[src/rtl/rst_sequencer.sv]
module rst_sequencer #(
  parameter int MEM_WORDS = 2048,
  parameter int TERM_CNT  = 1023,
  parameter int PC_W      = $clog2(MEM_WORDS)
) (
  input  logic            clk_rc,
  input  logic            por_evt,
  input  logic            bor_evt,
  input  logic            wdt_expire,
  input  logic            ext_rst_n,
  output logic            core_rst,
  output logic            delay_done,
  output logic            pc_load,
  output logic [PC_W-1:0] pc_vector
);

  localparam int CNT_W = $clog2(TERM_CNT + 1);
  localparam logic [CNT_W-1:0] TERM     = CNT_W'(TERM_CNT);
  localparam logic [PC_W-1:0]  TOP_ADDR = PC_W'(MEM_WORDS - 1);

  logic             pin_meta, pin_ok;
  logic [CNT_W-1:0] cnt_q;
  logic             done_q;
  logic             rst_q;
  logic             set_req;

  always_ff @(posedge clk_rc or posedge por_evt) begin
    if (por_evt) begin
      pin_meta <= 1'b0;
      pin_ok   <= 1'b0;
    end else begin
      pin_meta <= ext_rst_n;
      pin_ok   <= pin_meta;
    end
  end

  always_ff @(posedge clk_rc or posedge por_evt) begin
    if (por_evt) begin
      cnt_q  <= '0;
      done_q <= 1'b0;
    end else if (!pin_ok) begin
      cnt_q  <= '0;
    end else if (!done_q) begin
      if (cnt_q == TERM) done_q <= 1'b1;
      else               cnt_q  <= cnt_q + 1'b1;
    end
  end

  assign set_req = bor_evt | wdt_expire | ~pin_ok;

  always_ff @(posedge clk_rc or posedge por_evt) begin
    if (por_evt)      rst_q <= 1'b1;
    else if (set_req) rst_q <= 1'b1;
    else if (done_q)  rst_q <= 1'b0;
  end

  assign core_rst   = por_evt | rst_q | bor_evt | wdt_expire;
  assign pc_load    = core_rst;
  assign pc_vector  = core_rst ? TOP_ADDR : '0;
  assign delay_done = done_q;

  p_bor_sets_r6: assert property (@(posedge clk_rc) disable iff (por_evt)
    bor_evt |=> rst_q);
  p_wdt_sets_r7: assert property (@(posedge clk_rc) disable iff (por_evt)
    wdt_expire |=> rst_q);
  p_pin_sets_r5: assert property (@(posedge clk_rc) disable iff (por_evt)
    !pin_ok |=> rst_q);
  p_done_sticky_r8: assert property (@(posedge clk_rc) disable iff (por_evt)
    done_q |=> done_q);
  p_done_needs_pin_r3: assert property (@(posedge clk_rc) disable iff (por_evt)
    $rose(done_q) |-> $past(pin_ok));
  p_release_after_delay_r4: assert property (@(posedge clk_rc) disable iff (por_evt)
    $fell(rst_q) |-> done_q);
  p_cnt_bound_r10: assert property (@(posedge clk_rc) disable iff (por_evt)
    cnt_q <= TERM);
  p_vector_top_r2: assert property (@(posedge clk_rc) disable iff (por_evt)
    pc_load |-> pc_vector == TOP_ADDR);

endmodule

[config.mk]
export PLATFORM = sky130hd
export DESIGN_NAME = rst_sequencer
export DESIGN_NICKNAME = d
export VERILOG_FILES = /design/src/rtl/rst_sequencer.sv
export SDC_FILE = /design/constraint.sdc
export NUM_CORES = 1
export LEC_CHECK = 0
export BUFFER_PORTS_ARGS = -buffer_cell sky130_fd_sc_hd__buf_2
export CORE_MARGIN = 1.5
export CORE_UTILIZATION = 54
export DETAILED_ROUTE_END_ITERATION = 6
export PLACE_DENSITY = 0.78
export SYNTH_ARGS = -nofsm -noshare
export SYNTH_HDL_FRONTEND = slang
export SYNTH_SLANG_ARGS = --single-unit
[constraint.sdc]
create_clock -name clk_rc -period 4.5 [get_ports clk_rc]
set_clock_uncertainty 0.15 [all_clocks]
set_input_delay 0.225 -clock clk_rc [delete_from_list [all_inputs] [get_ports clk_rc]]
set_output_delay 0.225 -clock clk_rc [all_outputs]
set_load 0.05 [all_outputs]
==> impl_metrics.prom <==
# TYPE chip_impl_metric gauge
chip_impl_info{name="result_of_the_run",value="finished clean"} 1
chip_impl_metric{name="seq_power_share",unit=""} 0.553
chip_impl_metric{name="max_slew.worst_pin.slew",unit="ns"} 0.5585
chip_impl_metric{name="ys_warn_count",unit=""} 0
chip_impl_metric{name="drv_slew",unit=""} 0
chip_impl_info{name="hold_path_startpoint",value="wdt_expire"} 1
chip_impl_metric{name="drt_pass1_iterations",unit=""} 4
chip_impl_metric{name="critical_path_rt",unit="ns"} 4.57
chip_impl_metric{name="post_cts.repair.setup_buffers",unit=""} 0
chip_impl_info{name="setup.worst_path.class",value="reg -> reg"} 1
chip_impl_metric{name="cts-htree-levels",unit=""} 1
chip_impl_metric{name="standard_cell_core_area",unit="um^2"} 1318
chip_impl_metric{name="die_area",unit="um^2"} 1683
chip_impl_metric{name="number_of_cells_produced_by_synthesis",unit=""} 80
chip_impl_metric{name="grt_overflow",unit=""} 0
chip_impl_metric{name="antenna-diode-count",unit=""} 0
chip_impl_metric{name="cp_slowest_stage_delay",unit="ns"} 0.49
chip_impl_metric{name="leakage_power_of_the_design",unit="uW"} 0.0003430
chip_impl_metric{name="worst_hold_path_cells",unit=""} 3
chip_impl_metric{name="largest_net_degree_at_the_start_of_global_routing",unit=""} 15
chip_impl_info{name="critical_path.slowest_cell",value="or4_1"} 1
chip_impl_metric{name="synth.cell_area",unit="um^2"} 780.7
chip_impl_metric{name="detail_route.vias_per_cell",unit=""} 5.877
chip_impl_info{name="synthFlopType",value="dfrtp_1"} 1
chip_impl_metric{name="asyncSetResetFlopFracSynth",unit=""} 1.000
chip_impl_metric{name="cap_violations",unit=""} 0
chip_impl_metric{name="vdd.ir_drop.worst",unit="mV"} 0.1866
chip_impl_info{name="crit_path_start_kind",value="flop"} 1
chip_impl_metric{name="place_inst",unit=""} 100
chip_impl_metric{name="p_sw_frac",unit=""} 0.2311
chip_impl_info{name="worstReg2RegEnd",value="cnt_q[7]"} 1
chip_impl_metric{name="area_delta_synth_final",unit="%"} 8.173
chip_impl_metric{name="power_density",unit="nW/um^2"} 282.0
chip_impl_metric{name="pwr-share-clk",unit=""} 0.396
chip_impl_metric{name="detailed_route_iter0_violations",unit=""} 14
chip_impl_metric{name="cts_hold_buffers",unit=""} 2
chip_impl_metric{name="grt_pass1_vias",unit=""} 525
chip_impl_metric{name="io_pins",unit=""} 19
chip_impl_metric{name="clk_latency",unit="ns"} 0.29
chip_impl_info{name="cts.root.buffer_cell",value="clkbuf_4"} 1
chip_impl_info{name="worst_setup_path_end_kind",value="flop"} 1
chip_impl_metric{name="synth_sequential_area_ratio",unit=""} 0.4503
chip_impl_metric{name="timing.final.hold_violations",unit=""} 0
chip_impl_metric{name="worst-endpoint-arrival",unit="ns"} 2.01
chip_impl_metric{name="post_cts_resized",unit=""} 0
chip_impl_metric{name="avg_cell_area_syn",unit="um^2"} 9.759
chip_impl_metric{name="final_non_filler_cell_total",unit=""} 106
chip_impl_metric{name="mappedNetlistNets",unit=""} 86
chip_impl_metric{name="share_of_final_layout_standard_cells_stronger_than_drive_strength_1",unit=""} 0.2857
chip_impl_metric{name="final_area",unit="um^2"} 844.6
chip_impl_metric{name="clk_pin_slew_worst_paths",unit="ns"} 0.09
chip_impl_metric{name="synth_top_cell_area_share",unit=""} 0.4167
chip_impl_metric{name="antenna_left",unit=""} 0
chip_impl_metric{name="final_net_count",unit=""} 98
chip_impl_metric{name="r2r_slack",unit="ns"} 2.55
chip_impl_metric{name="final_critical_path_share_of_the_clock_period",unit=""} 0.4326
chip_impl_metric{name="floorplan.die.height",unit="um"} 41.03
chip_impl_metric{name="routed_wire_length_per_instance",unit="um"} 13.83
chip_impl_metric{name="drc",unit=""} 0
chip_impl_metric{name="switchingPower",unit="uW"} 55.05
chip_impl_metric{name="timing.slew.headroom",unit=""} 0.6273
chip_impl_info{name="yosysTopAreaCell",value="dfrtp_1"} 1
chip_impl_metric{name="setup_viol",unit=""} 0
chip_impl_metric{name="global_route_wire_length_before_repair",unit="um"} 2187
chip_impl_metric{name="count_of_flip_flops_with_a_built_in_enable_after_synthesis",unit=""} 0
chip_impl_info{name="worstPathCellList",value="ha_1 -> and2_1 -> and4_4 -> or4_1 -> a21oi_1"} 1
chip_impl_metric{name="numPortBuffers",unit=""} 18
chip_impl_metric{name="clock_sink_count",unit=""} 14
chip_impl_metric{name="tns",unit="ns"} 0
chip_impl_info{name="ys_top_cells_by_area",value="dfrtp_1, buf_4, dfstp_2, nand2_1, a21oi_1"} 1
chip_impl_metric{name="synth_seq_cells",unit=""} 14
chip_impl_metric{name="floorplan.initialDensity",unit=""} 0.5926
chip_impl_metric{name="timing.reg2reg.worst_path_depth",unit=""} 5
chip_impl_metric{name="gpl.final_weighted_congestion",unit=""} 0.8782
chip_impl_metric{name="half_perimeter_wire_length_after_detailed_placement",unit="um"} 1041
chip_impl_info{name="setup_repair_after_global_routing_missed_its_margin",value="false"} 1
chip_impl_metric{name="die-width",unit="um"} 41.03
chip_impl_metric{name="internal-power",unit="uW"} 183.1
chip_impl_metric{name="clockBufferDepth",unit=""} 2
chip_impl_metric{name="numCtsBuffers",unit=""} 3
chip_impl_metric{name="layout_min_cycle_time",unit="ns"} 1.947
chip_impl_info{name="yosysMostFrequentCell",value="dfrtp_1"} 1
chip_impl_metric{name="fmax",unit="GHz"} 0.5137
chip_impl_info{name="hold_class",value="in -> reg"} 1
chip_impl_metric{name="floorplan.rows",unit=""} 13
chip_impl_info{name="tritoncts",value="built"} 1
chip_impl_metric{name="globalRouteTotalUtil",unit=""} 0.2048
chip_impl_info{name="worstHoldEndpoint",value="rst_q"} 1
chip_impl_metric{name="antenna_found_initial",unit=""} 0
chip_impl_metric{name="placed_standard_cell_area",unit="um^2"} 788.3
chip_impl_metric{name="detail_route.wirelength",unit="um"} 1466
chip_impl_metric{name="power.combinational.fraction",unit=""} 0.051
chip_impl_info{name="synth_commonest_cells",value="dfrtp_1, buf_4, nand2_1"} 1
chip_impl_metric{name="ys_types",unit=""} 30
chip_impl_metric{name="vias",unit=""} 623
chip_impl_metric{name="worstPathMaxFanout",unit=""} 8
chip_impl_info{name="timing.rr.start",value="cnt_q[0]"} 1
==> per-stage QoR <==
stage / worst slack (ns) / utilization / total power (uW) / hold slack (ns)
2_1_floorplan: 2.569 / - / 140.3 / -0.03650
5_1_grt: 2.479 / 0.6410 / 246.8 / 0.02585
4_1_cts: 2.540 / 0.6410 / 239.9 / 0.004045
3_3_place_gp: 2.630 / 0.5983 / 144.1 / 0.1412
3_5_place_dp: 2.563 / 0.5983 / 145.3 / 0.1493
6_report: 2.553 / 0.6410 / 238.2 / 0.006518
==> cells in the final DEF, fill, tap and decap left out, drive strengths merged <==
cell type / netlist / routed
a21oi: 5 / 5
a311oi: 1 / 1
a31o: 1 / 1
a31oi: 3 / 3
a41oi: 1 / 1
and2: 1 / 1
and3: 2 / 2
and4: 1 / 1
buf: 13 / 18
clkbuf: 0 / 4
clkinv: 1 / 1
dfrtp: 13 / 13
dfstp: 1 / 1
dlygate4sd3: 0 / 2
ha: 1 / 1
inv: 2 / 2
mux2i: 1 / 1
nand2: 7 / 7
nand2b: 1 / 1
nand3: 3 / 3
nand4: 1 / 1
nand4b: 2 / 2
nor2: 5 / 5
nor3: 3 / 3
nor4bb: 1 / 1
o21ai: 3 / 3
o31ai: 2 / 2
or3: 1 / 1
or4: 2 / 2
xnor2: 2 / 2
==> routing by layer <==
metal	vias up	GRT usage	wire, um
met5	-	0	0
met3	3	0.04891	90
met2	24	0.3477	702
met4	0	0.09167	22
li1	302	-	-
met1	294	0.2414	650
==> area by class of cell <==
type | instances | area (um^2)
timing repair buffer | 20 | 110.1
multi-input combinational | 50 | 316.6
tap | 15 | 18.77
clock buffer | 4 | 36.28
fill | 99 | 473.0
inverter | 3 | 11.26
sequential | 14 | 351.6
==> power groups by stage <==
stage / combinational (uW) / sequential [uW] / clock, uW
2_1_floorplan: 7.05 / 133 / 0
3_3_place_gp: 10.4 / 134 / 0
3_5_place_dp: 11.1 / 134 / 0
4_1_cts: 12.5 / 132 / 95.8
5_1_grt: 14.2 / 132 / 101
6_report: 12.3 / 132 / 94.3
==> registers in the layout (all words and copies together), names as in the netlist <==
name / flops
rst_q: 1
pin_ok: 1
pin_meta: 1
cnt_q: 10
delay_done: 1
==> kinds of logic (layout without fill, tap and decap cells) <==
| group | after synthesis | in the layout | synth area share |
|---|---|---|---|
| xor+xnor | 2 | 2 | 0.02244 |
| simple gates | 30 | 30 | 0.2260 |
| flops | 14 | 14 | 0.4503 |
| fa+ha+maj | 1 | 1 | 0.01602 |
| compound gates | 16 | 16 | 0.1282 |
| buf+inv | 16 | 27 | 0.1442 |
| mux | 1 | 1 | 0.01282 |
==> how the worst max path moves through the flow <==
| stage | startpoint | endpoint | slack (ns) | depth (start not counted) |
|---|---|---|---|---|
| after floorplan | cnt_q[0] | cnt_q[7] | 2.57 | 6 |
| after detailed placement | cnt_q[0] | cnt_q[7] | 2.56 | 5 |
| after global placement | cnt_q[0] | cnt_q[7] | 2.63 | 5 |
| final | cnt_q[0] | cnt_q[7] | 2.55 | 5 |
| after global routing | cnt_q[0] | cnt_q[7] | 2.48 | 5 |
| after CTS | cnt_q[0] | cnt_q[7] | 2.54 | 5 |
==> worst max-delay path: cells and delay by family (launching register included) <==
family / cells / cell delay [ns]
simple gates: 3 / 0.91
flops: 1 / 0.42
fa+ha+maj: 1 / 0.25
compound gates: 1 / 0.15
(Power assumes the default switching activity.)
